File: config.mk
export PLATFORM = sky130hd
export DESIGN_NAME = swire_host
export DESIGN_NICKNAME = d
export VERILOG_FILES = /design/src/rtl/swire_pkg.sv /design/src/rtl/swire_bit_timer.sv /design/src/rtl/swire_frame_seq.sv /design/src/rtl/swire_irq_detect.sv /design/src/rtl/swire_host.sv
export SDC_FILE = /design/constraint.sdc
export NUM_CORES = 1
export LEC_CHECK = 0
export ABC_AREA = 1
export BUFFER_PORTS_ARGS = -buffer_cell sky130_fd_sc_hd__clkbuf_2
export CAP_MARGIN = 25
export CORE_MARGIN = 1.5
export CORE_UTILIZATION = 33
export DETAILED_ROUTE_END_ITERATION = 16
export PLACE_DENSITY = 0.56
export SLEW_MARGIN = 20
export SYNTH_ARGS = -nofsm -noshare
export SYNTH_HDL_FRONTEND = slang
export SYNTH_SLANG_ARGS = --single-unit
export TNS_END_PERCENT = 100
File: constraint.sdc
create_clock -name clk -period 2.85 [get_ports clk]
set_clock_uncertainty 0.2 [all_clocks]
set_input_delay 0.285 -clock clk [delete_from_list [all_inputs] [get_ports clk]]
set_output_delay 0.285 -clock clk [all_outputs]
set_load 0.02 [all_outputs]
File: src/rtl/swire_pkg.sv
package swire_pkg;

    // fixed field sizes of the frame
    localparam int ADDR_W     = 5;
    localparam int DATA_W     = 8;
    localparam int PRE_BITS   = 3;
    localparam int OP_BITS    = 3;
    localparam int CHK_BITS   = 2;
    localparam int ACK_BITS   = 2;
    localparam int TAIL_BITS  = 2;

    // derived bit positions inside a frame
    localparam int HDR_BITS   = PRE_BITS + OP_BITS + ADDR_W;          // 11
    localparam int TURN_IDX   = HDR_BITS;                             // 11
    localparam int DATA_FIRST = HDR_BITS + 1;                         // 12
    localparam int TX_BITS    = DATA_FIRST + DATA_W + CHK_BITS;       // 22
    localparam int RD_LEN     = TX_BITS + TAIL_BITS;                  // 24
    localparam int WR_LEN     = TX_BITS + 1 + ACK_BITS + TAIL_BITS;   // 27
    localparam int IDX_W      = $clog2(WR_LEN);
    localparam int RX_W       = DATA_W + CHK_BITS;

    localparam logic [OP_BITS-1:0]  OP_RD  = 3'b110;
    localparam logic [OP_BITS-1:0]  OP_WR  = 3'b011;
    localparam logic [PRE_BITS-1:0] PRE_LO = 3'b101;
    localparam logic [PRE_BITS-1:0] PRE_HI = 3'b010;

    typedef enum logic [1:0] {
        ROLE_DRIVE   = 2'd0,
        ROLE_RELEASE = 2'd1,
        ROLE_SAMPLE  = 2'd2
    } role_e;

    // what the initiator does with the wire during bit idx
    function automatic role_e bit_role(input logic is_wr, input logic [IDX_W-1:0] idx);
        int i;
        i = int'(idx);
        if (i < HDR_BITS)                               return ROLE_DRIVE;
        if (i == TURN_IDX)                              return ROLE_RELEASE;
        if (i < TX_BITS)                                return is_wr ? ROLE_DRIVE : ROLE_SAMPLE;
        if (is_wr && (i == TX_BITS))                    return ROLE_RELEASE;
        if (is_wr && (i < TX_BITS + 1 + ACK_BITS))      return ROLE_SAMPLE;
        return ROLE_RELEASE;
    endfunction

endpackage

File: src/rtl/swire_bit_timer.sv
module swire_bit_timer #(
    parameter int PER_W   = 11,
    parameter int PER_MIN = 4,
    parameter int PER_MAX = 1024
) (
    input  logic             clk,
    input  logic             rst_n,
    input  logic             load,
    input  logic [PER_W-1:0] period_in,
    input  logic             run,
    output logic             bit_end,
    output logic             sample_now
);

    localparam logic [PER_W-1:0] MIN_V = PER_W'(PER_MIN);
    localparam logic [PER_W-1:0] MAX_V = PER_W'(PER_MAX);

    typedef struct packed {
        logic [PER_W-1:0] cnt;
        logic [PER_W-1:0] per;
    } tmr_t;

    tmr_t q, d;

    assign bit_end    = run && (q.cnt == q.per - 1'b1);
    assign sample_now = run && (q.cnt == (q.per >> 1));

    always_comb begin
        d = q;
        if (load) begin
            d.cnt = '0;
            if (period_in < MIN_V)      d.per = MIN_V;
            else if (period_in > MAX_V) d.per = MAX_V;
            else                        d.per = period_in;
        end else if (run) begin
            d.cnt = bit_end ? '0 : q.cnt + 1'b1;
        end
    end

    always_ff @(posedge clk or negedge rst_n) begin
        if (!rst_n) q <= '{cnt: '0, per: MIN_V};
        else        q <= d;
    end

    assert_period_range_R8: assert property (@(posedge clk) disable iff (!rst_n)
        (q.per >= MIN_V) && (q.per <= MAX_V));

    assert_cnt_bound_R2: assert property (@(posedge clk) disable iff (!rst_n)
        q.cnt < q.per);

    assert_cnt_wraps_R2: assert property (@(posedge clk) disable iff (!rst_n)
        (bit_end && !load) |=> (q.cnt == '0));

endmodule

File: src/rtl/swire_frame_seq.sv
module swire_frame_seq
    import swire_pkg::*;
(
    input  logic              clk,
    input  logic              rst_n,
    input  logic              cmd_valid,
    input  logic              cmd_write,
    input  logic [ADDR_W-1:0] cmd_addr,
    input  logic [DATA_W-1:0] cmd_wdata,
    input  logic              irq_active_high,
    input  logic              line_in,
    input  logic              bit_end,
    input  logic              sample_now,
    output logic              cmd_ready,
    output logic              load,
    output logic              busy,
    output logic              line_out,
    output logic              line_oe,
    output logic              rsp_valid,
    output logic [DATA_W-1:0] rsp_rdata,
    output logic              rsp_error
);

    typedef struct packed {
        logic               busy;
        logic               is_wr;
        logic [IDX_W-1:0]   idx;
        logic [TX_BITS-1:0] tx;
        logic [RX_W-1:0]    rx;
        logic               rsp_valid;
        logic [DATA_W-1:0]  rdata;
        logic               err;
    } seq_t;

    seq_t q, d;

    role_e              role;
    logic [TX_BITS-1:0] tx_shift;
    logic [IDX_W-1:0]   last_idx;
    logic               accept;
    logic               chk_bit;
    logic               rx_chk;

    assign role      = bit_role(q.is_wr, q.idx);
    assign tx_shift  = q.tx << q.idx;
    assign last_idx  = q.is_wr ? IDX_W'(WR_LEN - 1) : IDX_W'(RD_LEN - 1);
    assign accept    = cmd_valid && !q.busy;

    assign cmd_ready = !q.busy;
    assign load      = accept;
    assign busy      = q.busy;
    assign line_oe   = q.busy && (role == ROLE_DRIVE);
    assign line_out  = line_oe ? tx_shift[TX_BITS-1] : 1'b0;
    assign rsp_valid = q.rsp_valid;
    assign rsp_rdata = q.rdata;
    assign rsp_error = q.err;

    always_comb begin
        d           = q;
        d.rsp_valid = 1'b0;
        chk_bit     = 1'b0;
        rx_chk      = 1'b0;
        if (accept) begin
            d.busy  = 1'b1;
            d.is_wr = cmd_write;
            d.idx   = '0;
            d.rx    = '0;
            chk_bit = ^{(cmd_write ? OP_WR : OP_RD), cmd_addr, (cmd_write ? cmd_wdata : '0)};
            d.tx    = {(irq_active_high ? PRE_HI : PRE_LO),
                       (cmd_write ? OP_WR : OP_RD),
                       cmd_addr,
                       1'b0,
                       (cmd_write ? cmd_wdata : '0),
                       chk_bit, ~chk_bit};
        end else if (q.busy) begin
            if (sample_now && (role == ROLE_SAMPLE))
                d.rx = {q.rx[RX_W-2:0], line_in};
            if (bit_end) begin
                if (q.idx == last_idx) begin
                    d.busy      = 1'b0;
                    d.rsp_valid = 1'b1;
                    if (q.is_wr) begin
                        d.rdata = '0;
                        d.err   = (d.rx[CHK_BITS-1:0] != q.tx[CHK_BITS-1:0]);
                    end else begin
                        rx_chk  = ^{q.tx[TX_BITS-PRE_BITS-1 -: OP_BITS+ADDR_W],
                                    d.rx[RX_W-1 -: DATA_W]};
                        d.rdata = d.rx[RX_W-1 -: DATA_W];
                        d.err   = (d.rx[CHK_BITS-1:0] != {rx_chk, ~rx_chk});
                    end
                end else begin
                    d.idx = q.idx + 1'b1;
                end
            end
        end
    end

    always_ff @(posedge clk or negedge rst_n) begin
        if (!rst_n) q <= '0;
        else        q <= d;
    end

    assert_first_bit_driven_R1: assert property (@(posedge clk) disable iff (!rst_n)
        $rose(q.busy) |-> line_oe);

    assert_rsp_when_free_R7: assert property (@(posedge clk) disable iff (!rst_n)
        q.rsp_valid |-> cmd_ready);

    assert_rsp_single_R7: assert property (@(posedge clk) disable iff (!rst_n)
        q.rsp_valid |=> !q.rsp_valid);

    assert_rsp_after_busy_R7: assert property (@(posedge clk) disable iff (!rst_n)
        $fell(q.busy) |-> q.rsp_valid);

endmodule

File: src/rtl/swire_irq_detect.sv
module swire_irq_detect #(
    parameter int HOLD = 4
) (
    input  logic clk,
    input  logic rst_n,
    input  logic idle,
    input  logic active_high,
    input  logic line_in,
    output logic irq_pulse
);

    localparam int CW = $clog2(HOLD + 1);
    localparam logic [CW-1:0] HOLD_V = CW'(HOLD);

    typedef struct packed {
        logic [CW-1:0] cnt;
        logic          irq;
    } irq_t;

    irq_t q, d;
    logic at_active;

    assign at_active = (line_in == active_high);
    assign irq_pulse = q.irq;

    always_comb begin
        d     = q;
        d.irq = 1'b0;
        if (idle && at_active) begin
            if (q.cnt < HOLD_V) d.cnt = q.cnt + 1'b1;
            d.irq = (q.cnt == HOLD_V - 1'b1);
        end else begin
            d.cnt = '0;
        end
    end

    always_ff @(posedge clk or negedge rst_n) begin
        if (!rst_n) q <= '0;
        else        q <= d;
    end

    assert_irq_single_R9: assert property (@(posedge clk) disable iff (!rst_n)
        q.irq |=> !q.irq);

    assert_irq_only_idle_R9: assert property (@(posedge clk) disable iff (!rst_n)
        q.irq |-> $past(idle));

endmodule

File: src/rtl/swire_host.sv
module swire_host
    import swire_pkg::*;
#(
    parameter int PER_W    = 11,
    parameter int PER_MIN  = 4,
    parameter int PER_MAX  = 1024,
    parameter int IRQ_HOLD = 4
) (
    input  logic              clk,
    input  logic              rst_n,
    input  logic              cmd_valid,
    output logic              cmd_ready,
    input  logic              cmd_write,
    input  logic [ADDR_W-1:0] cmd_addr,
    input  logic [DATA_W-1:0] cmd_wdata,
    input  logic [PER_W-1:0]  cmd_period,
    input  logic              irq_active_high,
    input  logic              line_in,
    output logic              line_out,
    output logic              line_oe,
    output logic              rsp_valid,
    output logic [DATA_W-1:0] rsp_rdata,
    output logic              rsp_error,
    output logic              irq_pulse
);

    logic load, busy, bit_end, sample_now;

    swire_bit_timer #(
        .PER_W  (PER_W),
        .PER_MIN(PER_MIN),
        .PER_MAX(PER_MAX)
    ) u_timer (
        .clk       (clk),
        .rst_n     (rst_n),
        .load      (load),
        .period_in (cmd_period),
        .run       (busy),
        .bit_end   (bit_end),
        .sample_now(sample_now)
    );

    swire_frame_seq u_seq (
        .clk            (clk),
        .rst_n          (rst_n),
        .cmd_valid      (cmd_valid),
        .cmd_write      (cmd_write),
        .cmd_addr       (cmd_addr),
        .cmd_wdata      (cmd_wdata),
        .irq_active_high(irq_active_high),
        .line_in        (line_in),
        .bit_end        (bit_end),
        .sample_now     (sample_now),
        .cmd_ready      (cmd_ready),
        .load           (load),
        .busy           (busy),
        .line_out       (line_out),
        .line_oe        (line_oe),
        .rsp_valid      (rsp_valid),
        .rsp_rdata      (rsp_rdata),
        .rsp_error      (rsp_error)
    );

    swire_irq_detect #(
        .HOLD(IRQ_HOLD)
    ) u_irq (
        .clk        (clk),
        .rst_n      (rst_n),
        .idle       (!busy),
        .active_high(irq_active_high),
        .line_in    (line_in),
        .irq_pulse  (irq_pulse)
    );

    assert_idle_released_R1: assert property (@(posedge clk) disable iff (!rst_n)
        cmd_ready |-> !line_oe);

    assert_accept_blocks_R7: assert property (@(posedge clk) disable iff (!rst_n)
        (cmd_valid && cmd_ready) |=> !cmd_ready);

endmodule

==> flow_summary.yaml <==
grt:
  grt_pass1_vias: 4225
  grt_pass1_wl_um: 20700
  overflow: 0
  antenna_found_initial: 0
  grt_max_degree: 48
  gr-usage-all-layers_pct: 17.8
sta:
  rsz0062_at_grt: "true"
  timing.setup.tns_ns: 0
  finalHoldViolations: 0
  fmax_ghz: 0.358
  setup_ws_ns: 0.0533
  worstMarginPinSlew_ns: 0.711
  min_period_ns: 2.80
  post-route-period-util_pct: 98.1
  slew_violations: 0
  setup_viol: 0
  relSlewSlack_pct: 52.4
synthesis:
  synth_top_cell_by_area: "dfrtp_1"
  synth.distinct_cells: 47
  syn_nets: 672
  synth_area_leaders: "dfrtp_1, nand2_1, inv_1"
  postSynthAreaPerCell_um2: 7.40
  synth_most_common_cell: "nand2_1"
  synthCells: 636
  ys_seq_elements: 72
  synth_top_area_share_pct: 37.8
  synth_common_cells: "nand2_1, dfrtp_1, inv_1"
  synthFlopType: "dfrtp_1"
  synth_edf_count: 0
  yosysSeqAreaShare_pct: 38.3
  async_flop_share_pct: 100
  synthesis.area_um2: 4710
  yosysWarnings: 0
critical_path:
  critPathCaptureType: "flop"
  crit_path_top_delay_cell: "dfrtp_1"
  cp.required_ns: 2.90
  critPathKind: "flop to flop"
  path_max_fanout: 6
  crit_family: "simple AND/OR/NAND/NOR gates"
  startpoint_type: "flop"
  slowest_delay_ns: 0.38
  path_common_cell: "nand2_1"
  crit_arrival_ns: 2.84
  cp_cell_sequence: "inv_2 -> buf_6 -> nand2_4 -> nand3_1 -> nor2_1 -> nand4_1 -> nor2_4 -> nand2_4 -> o21ai_2 -> nand2_1 -> nand2_1 -> nand2_2 -> nand2_1 -> nand2_1 -> nand2_1 -> nand2_1 -> nand3_2 -> nand3_1 -> nand2_1 -> nand2_1 -> nand2_1 -> nand2_1"
  cp.buffers_inverters: 2
clocking:
  worstSkewPairLatency_ns: 0.35
  cts_tree: "yes"
  cts.clk_slew.worst_paths_ns: 0.06
  cts_buffer_depth: 2
  cts_max_level: 3
  cts-root-buf: "clkbuf_16"
  cts.sinks: 72
  cts_made_buffers: 9
cells_and_area:
  layout-drive-gt1-share_pct: 28.8
  multi_input_area_um2: 2650
  antenna_cells: 0
  stdcell_area_um2: 6060
  fin_cells: 915
  final_util_pct: 43.6
  area_delta_synth_final_pct: 28.7
  nets: 766
  num-fill-cells: 1393
  regArea_um2: 1810
placement:
  numPortBuffers: 43
  dp_hpwl_um: 9090
  dp.cells: 859
  gp_congestion: 0.952
  pre_cts_ws_ns: -0.0177
  place_area_um2: 5190
power_and_ir_drop:
  p_leak_nw: 2.91
  vdd_drop_max_mv: 0.407
  power_density_nw_per_um2: 644
drt:
  num_vias: 4515
  wl_per_cell_um: 14.3
  ant_nets: 0
  drc: 0
  dr.first_iter.drc_count: 395
  vias_per_cell: 4.93
  finalWirelength_um: 13100
  dr.pass1.iters: 5
floorplanning:
  die_h_um: 122
  dieWidth_um: 122
  die_area_um2: 15000
  rows: 43
  initial_core_util_pct: 33.9
  io_pins: 44
  core_area_um2: 13900
run_status:
  outcome: "complete, no violations"
hold_path:
  hold_path_class: "primary input to flop"
job:
  max_cap_violations: 0
## layer usage
metal | global-route usage (%) | vias to the layer above | wire length [um]
li1 | - | 2247 | -
met1 | 23.8 | 2117 | 6190
met2 | 28.5 | 130 | 6010
met3 | 3.49 | 21 | 605
met4 | 6.47 | 0 | 298
met5 | 0 | - | 0
## metrics by stage
step,hold slack (ns),power (mW)
finish,0.00876,3.90
global route,0.0395,4.17
CTS,0.00573,3.75
detailed placement,0.166,2.54
global placement,0.162,2.52
floorplan,-0.211,2.18
## where the power goes
part	switching (mW)	total [mW]	internal, mW
Combinational	0.809	1.41	0.598
Sequential	0.159	1.32	1.16
Clock	0.470	1.17	0.702
Total	1.44	3.90	2.46
## timing repair
action,4_1_cts,5_1_grt
endpoints found under the setup margin,2,23
hold buffers,10,0
gates cloned,0,4
endpoints found under the hold margin,34,0
gates resized for setup,2,68
pin swaps,0,32
setup buffers,0,26
## sequential cells by signal (all words and copies together) (netlist names)
| name | flops |
|---|---|
| u_seq.q | 35 |
| u_timer.q | 22 |
| u_seq.rsp_rdata | 8 |
| u_irq.q | 3 |
| u_irq.irq_pulse | 1 |
| u_seq.busy | 1 |
| u_seq.rsp_error | 1 |
| u_seq.rsp_valid | 1 |
## layout make-up
class / count / share of cell area, %
repair inverters: 2 / 0.227
repair buffers: 107 / 12.5
flip-flops and latches: 72 / 29.9
well taps: 180 / 3.72
multi-input cells: 463 / 43.8
clock inverters: 6 / 1.14
inverters: 75 / 4.77
clock buffers: 10 / 3.95
## tightest hold or removal path: stages
cell      delay [ns]
clkbuf_2        0.08
inv_1           0.06
o21ai_0         0.09
## cell families after synthesis
family	synth area share [%]
AOI/OAI and AO/OA	13.0
adders and majority gates	1.60
DFF	38.3
xor gates and xnor gates	7.82
and+or+nand+nor	29.5
buffers and inverters	9.78
## path summary, 6_finish.rpt
kind / startpoint / to / slack, ns / cells past startpoint
setup reg to reg: u_timer.q[1]$_DFFE_PN0P_ / u_seq.rsp_error$_DFFE_PN0P_ / 0.05 / 22
setup / recovery: u_timer.q[1]$_DFFE_PN0P_ / u_seq.rsp_error$_DFFE_PN0P_ / 0.05 / 22
max in group asynchronous: rst_n / u_timer.q[2]$_DFFE_PN1P_ / 1.42 / 3
hold reg to reg: u_seq.rsp_rdata[6]$_DFFE_PN0P_ / u_seq.rsp_rdata[6]$_DFFE_PN0P_ / 0.28 / 2
hold / removal: cmd_addr[4] / u_seq.q[35]$_DFFE_PN0P_ / 0.009 / 3
min in group asynchronous: rst_n / u_seq.rsp_rdata[5]$_DFFE_PN0P_ / 0.29 / 2
## placed cells by master, fill, tap and decap left out, drive strengths merged, types with 2 or more instances in the layout
master       instances
a21oi                9
nand3               39
dfrtp               71
nor3                12
o211ai               5
clkinvlp             5
clkbuf              52
nor2                49
buf                 55
clkinv               3
a31oi                3
o21ai               49
ha                   6
inv                 74
nand3b               2
o31ai                9
nor3b                3
nand4                7
o21a                 4
xnor2               18
xor2                24
o22ai               14
nor4                 6
dlygate4sd3         10
or2                  5
nand2              192
No activity file was read; power rests on OpenSTA's default activity.
